### src/rtl/clkgate_seq_pkg.sv
package clkgate_seq_pkg;
    typedef enum logic [1:0] {
        MS_SWRST   = 2'd0,
        MS_RSVD    = 2'd1,
        MS_DISABLE = 2'd2,
        MS_ENABLE  = 2'd3
    } mstate_t;

    typedef enum logic [1:0] {
        SQ_IDLE,
        SQ_STOP_WAIT,
        SQ_CLK_DROP,
        SQ_CLK_RAISE
    } seq_t;

    localparam int REG_TARGET = 0;
    localparam int REG_CMD    = 1;
    localparam int REG_BUSY   = 2;
    localparam int REG_MSTAT  = 3;
endpackage

### src/rtl/clkgate_regs.sv
module clkgate_regs
    import clkgate_seq_pkg::*;
#(
    parameter int DATA_W = 32,
    parameter int ADDR_W = 2
) (
    input  logic              clk,
    input  logic              rst_n,
    input  logic              bus_we,
    input  logic [ADDR_W-1:0] bus_addr,
    input  logic [DATA_W-1:0] bus_wdata,
    output logic [DATA_W-1:0] bus_rdata,
    input  logic              busy,
    input  mstate_t           mstate,
    output mstate_t           target,
    output logic              go
);
    localparam int CODE_W = $bits(mstate_t);

    logic [CODE_W-1:0] target_q;

    always_ff @(posedge clk or negedge rst_n) begin
        if (!rst_n) begin
            target_q <= '0;
        end else if (bus_we && bus_addr == ADDR_W'(REG_TARGET)) begin
            target_q <= bus_wdata[CODE_W-1:0];
        end
    end

    assign target = mstate_t'(target_q);
    assign go     = bus_we && (bus_addr == ADDR_W'(REG_CMD)) && bus_wdata[0];

    always_comb begin
        bus_rdata = '0;
        unique case (int'(bus_addr))
            REG_TARGET: bus_rdata[CODE_W-1:0] = target_q;
            REG_BUSY:   bus_rdata[0]          = busy;
            REG_MSTAT:  bus_rdata[CODE_W-1:0] = mstate;
            default:    bus_rdata             = '0;
        endcase
    end
endmodule

### src/rtl/clkgate_fsm.sv
module clkgate_fsm
    import clkgate_seq_pkg::*;
(
    input  logic    clk,
    input  logic    rst_n,
    input  logic    go,
    input  mstate_t target,
    input  logic    cpu_idle,
    input  logic    wake_req,
    output logic    busy,
    output mstate_t mstate,
    output logic    clk_en,
    output logic    stop_req,
    output logic    mod_rst_n,
    output logic    wake_pulse
);
    seq_t    seq_q, seq_d;
    mstate_t mstate_q;
    logic    busy_q, clk_en_q, stop_q, rst_rel_q, armed_q, wake_q;

    always_comb begin
        seq_d = seq_q;
        unique case (seq_q)
            SQ_IDLE: begin
                if (go) begin
                    if (target == MS_DISABLE)
                        seq_d = clk_en_q ? SQ_STOP_WAIT : SQ_CLK_DROP;
                    else if (target == MS_ENABLE)
                        seq_d = SQ_CLK_RAISE;
                end
            end
            SQ_STOP_WAIT: if (cpu_idle) seq_d = SQ_CLK_DROP;
            SQ_CLK_DROP:  seq_d = SQ_IDLE;
            SQ_CLK_RAISE: seq_d = SQ_IDLE;
            default:      seq_d = SQ_IDLE;
        endcase
    end

    // state register and committed module state
    always_ff @(posedge clk or negedge rst_n) begin
        if (!rst_n) begin
            seq_q    <= SQ_IDLE;
            mstate_q <= MS_SWRST;
        end else begin
            seq_q <= seq_d;
            if (seq_q == SQ_CLK_DROP)  mstate_q <= MS_DISABLE;
            if (seq_q == SQ_CLK_RAISE) mstate_q <= MS_ENABLE;
        end
    end

    // registered outputs, decoded from the next state
    always_ff @(posedge clk or negedge rst_n) begin
        if (!rst_n) begin
            busy_q    <= 1'b0;
            clk_en_q  <= 1'b0;
            stop_q    <= 1'b0;
            rst_rel_q <= 1'b0;
            armed_q   <= 1'b0;
            wake_q    <= 1'b0;
        end else begin
            busy_q <= (seq_d != SQ_IDLE);
            stop_q <= (seq_d == SQ_STOP_WAIT);
            if (seq_d == SQ_CLK_DROP)  clk_en_q <= 1'b0;
            if (seq_d == SQ_CLK_RAISE) clk_en_q <= 1'b1;
            if (seq_q == SQ_CLK_RAISE) rst_rel_q <= 1'b1;
            wake_q <= armed_q && wake_req;
            if (seq_q == SQ_IDLE && seq_d != SQ_IDLE)
                armed_q <= 1'b0;
            else if (seq_q == SQ_CLK_RAISE && mstate_q == MS_DISABLE)
                armed_q <= 1'b1;
            else if (armed_q && wake_req)
                armed_q <= 1'b0;
        end
    end

    assign busy       = busy_q;
    assign mstate     = mstate_q;
    assign clk_en     = clk_en_q;
    assign stop_req   = stop_q;
    assign mod_rst_n  = rst_rel_q;
    assign wake_pulse = wake_q;


    clk_en_glitch_chk: assert property (@(posedge clk) disable iff (!rst_n)
        !$stable(clk_en_q) |-> busy_q);

    stop_clk_run_chk: assert property (@(posedge clk) disable iff (!rst_n)
        stop_q |-> (clk_en_q && busy_q));

    stop_drop_chk: assert property (@(posedge clk) disable iff (!rst_n)
        $fell(stop_q) |-> !clk_en_q);

    rst_release_chk: assert property (@(posedge clk) disable iff (!rst_n)
        $rose(rst_rel_q) |-> clk_en_q);

    wake_once_chk: assert property (@(posedge clk) disable iff (!rst_n)
        wake_q |=> !wake_q);
endmodule

### src/rtl/clkgate_seq.sv
module clkgate_seq
    import clkgate_seq_pkg::*;
#(
    parameter int DATA_W = 32,
    parameter int ADDR_W = 2
) (
    input  logic              clk,
    input  logic              rst_n,
    input  logic              bus_we,
    input  logic [ADDR_W-1:0] bus_addr,
    input  logic [DATA_W-1:0] bus_wdata,
    output logic [DATA_W-1:0] bus_rdata,
    input  logic              cpu_idle,
    input  logic              wake_req,
    output logic              clk_en,
    output logic              stop_req,
    output logic              mod_rst_n,
    output logic              wake_pulse
);
    logic    go, busy;
    mstate_t target, mstate;

    clkgate_regs #(.DATA_W(DATA_W), .ADDR_W(ADDR_W)) u_regs (
        .clk       (clk),
        .rst_n     (rst_n),
        .bus_we    (bus_we),
        .bus_addr  (bus_addr),
        .bus_wdata (bus_wdata),
        .bus_rdata (bus_rdata),
        .busy      (busy),
        .mstate    (mstate),
        .target    (target),
        .go        (go)
    );

    clkgate_fsm u_fsm (
        .clk        (clk),
        .rst_n      (rst_n),
        .go         (go),
        .target     (target),
        .cpu_idle   (cpu_idle),
        .wake_req   (wake_req),
        .busy       (busy),
        .mstate     (mstate),
        .clk_en     (clk_en),
        .stop_req   (stop_req),
        .mod_rst_n  (mod_rst_n),
        .wake_pulse (wake_pulse)
    );
endmodule

### config.mk
export PLATFORM = sky130hd
export DESIGN_NAME = clkgate_seq
export DESIGN_NICKNAME = d
export VERILOG_FILES = /design/src/rtl/clkgate_seq_pkg.sv /design/src/rtl/clkgate_regs.sv /design/src/rtl/clkgate_fsm.sv /design/src/rtl/clkgate_seq.sv
export SDC_FILE = /design/constraint.sdc
export NUM_CORES = 1
export LEC_CHECK = 0
export ABC_AREA = 0
export BUFFER_PORTS_ARGS = -buffer_cell sky130_fd_sc_hd__buf_2
export CAP_MARGIN = 10
export CORE_MARGIN = 3
export CORE_UTILIZATION = 30
export CTS_CLUSTER_SIZE = 14
export DETAILED_ROUTE_END_ITERATION = 10
export PLACE_DENSITY = 0.65
export SYNTH_ARGS = -nofsm -noshare
export SYNTH_HDL_FRONTEND = slang
export SYNTH_SLANG_ARGS = --single-unit
### constraint.sdc
create_clock -name clk -period 2 [get_ports clk]
set_clock_uncertainty 0.2 [all_clocks]
set_input_delay 0.4 -clock clk [delete_from_list [all_inputs] [get_ports clk]]
set_output_delay 0.4 -clock clk [all_outputs]
set_load 0.1 [all_outputs]
Yosys cells after proc, flatten, opt, wreduce, memory -nomap -nowiden --
Index checks and enable logic that the tools add are counted.
Word-level totals: bits in registers 12, input port bits 39, output and inout port bits 36
Cells by class: equality and inequality tests 12, mux-type cells 15, reductions and logical operators 13
Operators with widths (number):
- 2-bit equality test (second input constant) | 9
- 2-bit 2-to-1 mux | 7
- 2-bit by 1-bit equality test with 1-bit output (second input constant) | 3
- 1-bit logical AND | 6
- 2-bit one-hot mux with 3 select lines | 1
- 2-bit nonzero test | 3
- 1-bit 2-to-1 mux | 5
- 2-bit logical NOT | 2
- 1-bit one-hot mux with 3 select lines | 1
- 3-bit nonzero test | 1
- 1-bit one-hot mux with 2 select lines | 1
- 2-bit OR reduction | 1

Depth between registers and ports, before layout --
depth in word-level cells 8, mapped depth 5

Hierarchy --
Synthesis repeated with hierarchy kept, for this count alone.
Unflattened totals: cell total of the unflattened synthesis 76, area, all modules 803.3 µm²
By module, submodules not included:
- clkgate_regs | instances 1, cells an instance 47, area an instance 404.1 µm²
- clkgate_fsm | instances 1, cells an instance 29, area an instance 399.1 µm²

Worst setup path before layout --
No wires, ideal clock.
path kind input to output, start in bus_addr[0], end out bus_rdata[1], arrival 1981 ps, slack -581 ps, cell stages on the path 3, buffers on the path 0, cell sequence inv_1 > ha_1 > nor2_1
On the way: word-level cells in the longest chain between the ends 2, elaborated cells between the ends (all ways) 3
RTL lines:
- start, declared | line clkgate_seq.sv:10 | input logic [ADDR_W-1:0] bus_addr,
- 2-bit equality test / 2-bit logical NOT (equally long branches) | line clkgate_regs.sv:35 | unique case (int'(bus_addr))
- 1-bit one-hot mux with 2 select lines (*) | line clkgate_regs.sv:35
- end, declared | line clkgate_seq.sv:12 | output logic [DATA_W-1:0] bus_rdata,
Mark *: on every way between the ends. The rest lies on a longest branch, timed or not.

Worst setup path after layout --
start in bus_addr[1], end out bus_rdata[0]
On the way: word-level cells in the longest chain between the ends 2, elaborated cells between the ends (all ways) 4
RTL lines (line):
- 2-bit equality test / 2-bit logical NOT (equally long branches) | clkgate_regs.sv:35
- 1-bit one-hot mux with 3 select lines (*) | clkgate_regs.sv:35
Marked as above.

==> impl_results.md <==
* GPL Wtd Cong at 0.689
* Ys Warns at 0
* Placement Cell Area at 823 um^2
* IO buf count at 14
* Final setup fails at 1
* Crit path DAT at 1400 ps
* CP endpoint kind: output port
* Die Ht at 56.8 um
* Fmax at 500 MHz
* Clock Tree Buf Depth at 2
* Num CTS Buffers at 3
* Crit path largest cell delay at 330 ps
* Post-route cell area at 911 um^2
* Leakage at 0.496 nW
* CP Launch Type: input port
* Failing checks: negative setup slack
* CTS root buf: clkbuf_4
* Critical path depth at 6
* Power Total at 0.836 mW
* CP most frequent cell: buf_4
* Total GRT Usage at 8.14%
* R2R cell count at 3
* Final ANT Viol Nets at 0
* Outcome: finished, violations left
* Final-report hold violation count at 0
* Setup Crit Path Kind: in2out
* H-tree depth at 1
* CP max-delay cell: a222oi_1
* DR vias at 523
* Multi-input logic area at 389 um^2
* Worst r2r src: u_fsm.seq_q[1]$_DFF_PN0_
* Max IR drop VDD at 456 uV
* Sequential share of the synthesized area at 38.8%
* Starting Density at 33.4%
* Tcrit/Tclk final at 100%
* P&R area growth vs syn at 17.6%
* Fillers at 242
* First-pass GRT wire length at 1970 um
* Delay-heaviest family, CP: buffers and inverters
* Cell variety after synth at 24
* Drt pass-1 iters at 4
* Post-synthesis cell area at 774 um^2
* Crit path cell chain: buf_4 > ha_4 > a222oi_1 > buf_4 > nor2_4 > buf_12
* CTS sink count at 12
* Most frequent cells in the layout: 30 x conb_1, 12 x dfrtp_1, 10 x buf_2, 7 x buf_4, 5 x nand2_1
* Worst skew pair latency at 270 ps
* CTS tree: yes
* #FFs+latches synth at 12
* Vias/cell at 4.05
* Worst Slack Setup Final at -0.246 ps
* Start point of the critical path: bus_addr[1]
* CP Buf/Inv Count at 3
* Post-Syn Area per Cell at 9.80 um^2
* Required @ worst endpoint at 1400 ps
* Fin Setup TNS at -0.246 ps
* Gr ovfl total at 0
* Number of diodes at 0
* DRT iter0 DRCs at 12
* Chip Width at 56.8 um
* WL/cell at 10.4 um
* Core footprint at 2320 um^2
* Share of layout cells above drive strength 1 at 31.7%
* Top_reg_cell synth: dfrtp_1
* Syn Inst Count at 79
* # IOs at 75
* Largest net degree at the start of global routing at 13
* CTS clk-pin slew, worst paths at 60 ps
* RSZ-0062 raised after global routing: true
* Setup crit end: bus_rdata[0]
* Core Rows at 17
* Nets at 146
* HP Class: in2reg
* Max Slew Vio Count at 0
* EDFF count, synth at 0
* Setup slack, reg-to-reg at 550 ps
* Commonest non-fill, non-tap cell in the layout: conb_1
* Critical path fanouts, max at 3
* Die ar. at 3230 um^2
* Max_cap viols at 0
* Storage cell area at 300 um^2
* Async set-or-reset flop fraction in the synthesized netlist at 100%
* Number of global-route vias before repair at 465
* PwrDens at 918 nW/um^2
* End of the worst register-to-register path: u_fsm.stop_req$_DFF_PN0_
* Post-DP HPWL at 1080 um
* DRC at 0
* Final Critical Period at 2000 ps
* Drt total wl at 1340 um
* Initial antenna violation count at 0
-- cell type report --
| type | instances | share of cell area (%) |
|---|---|---|
| multi-input combinational | 63 | 42.7 |
| sequential | 12 | 33.0 |
| tap | 28 | 3.85 |
| timing repair buffer | 20 | 16.8 |
| inverter | 3 | 1.24 |
| clock buffer | 3 | 2.47 |
-- synth_stat cells (2+ instances only) --
library cell	instances	share of area (%)
nor2_1	5	2.4
dfrtp_1	12	39
mux2_2	2	2.9
buf_4	30	29
nand2_1	5	2.4
ha_1	4	6.5
nor2b_1	2	1.6
inv_1	3	1.5
-- cell families (layout without fill, tap and decap cells) --
kind of cell | count (synthesis) | after routing | share of synthesized area, %
muxes | 2 | 2 | 2.91
buffers and inverters | 33 | 26 | 30.5
AOI/OAI and AO/OA | 9 | 9 | 8.72
adders and majority gates | 4 | 4 | 6.46
DFF | 12 | 12 | 38.8
other | 1 | 30 | 0.484
and+or+nand+nor | 18 | 18 | 12.1
-- per-layer routing --
metal  vias to the layer above  wire, um  GRT usage [%]
met1                       248       453           7.71
met2                        33       714           15.0
met4                         0         0          0.993
met3                         0       172           5.29
li1                        242         -              -
met5                         -         0              0
-- worst min path at each step --
stage | startpoint | to | cells past startpoint
after global routing | cpu_idle | u_fsm.seq_q[0]$_DFF_PN0_ | 2
after global placement | rst_n | u_fsm.mstate[0]$_DFFE_PN0P_ | 1
after detailed placement | rst_n | u_fsm.wake_pulse$_DFF_PN0_ | 1
final | cpu_idle | u_fsm.seq_q[0]$_DFF_PN0_ | 2
after floorplan | rst_n | u_fsm.armed_q$_DFFE_PN0P_ | 0
after CTS | cpu_idle | u_fsm.seq_q[0]$_DFF_PN0_ | 2
-- flip-flops by register name (all words and copies together), names as in the netlist --
signal            count
u_fsm.armed_q         1
u_fsm.mod_rst_n       1
u_fsm.mstate          2
u_fsm.busy            1
u_fsm.clk_en          1
u_regs.target         2
u_fsm.stop_req        1
u_fsm.seq_q           2
u_fsm.wake_pulse      1
-- metrics by stage --
| stage | utilization (%) | worst slack, ps | hold slack (ps) | cells |
|---|---|---|---|---|
| 3_5_place_dp | 35.5 | -215 | 87.9 | 124 |
| 2_1_floorplan | - | 95.6 | -95.6 | 108 |
| 4_1_cts | 39.0 | 4.78 | 134 | 128 |
| 3_3_place_gp | 35.5 | -157 | 86.8 | 124 |
| 5_1_grt | 39.3 | -76.4 | 125 | 129 |
| 6_report | 39.3 | -0.246 | 144 | 129 |
-- repair_timing --
action | in CTS | in global routing
endpoints found under the hold margin | 12 | 0
endpoints found under the setup margin | 2 | 1
pin swaps | 2 | 2
cloned | 0 | 0
gates resized for setup | 13 | 0
hold buffers | 1 | 0
setup buffers | 0 | 1
-- power breakdown --
group | internal, mW | switching [mW]
sequential | 0.264 | 0.0162
clock | 0.0696 | 0.0708
combinational | 0.0649 | 0.350
Power figures use the tool's default switching activity.
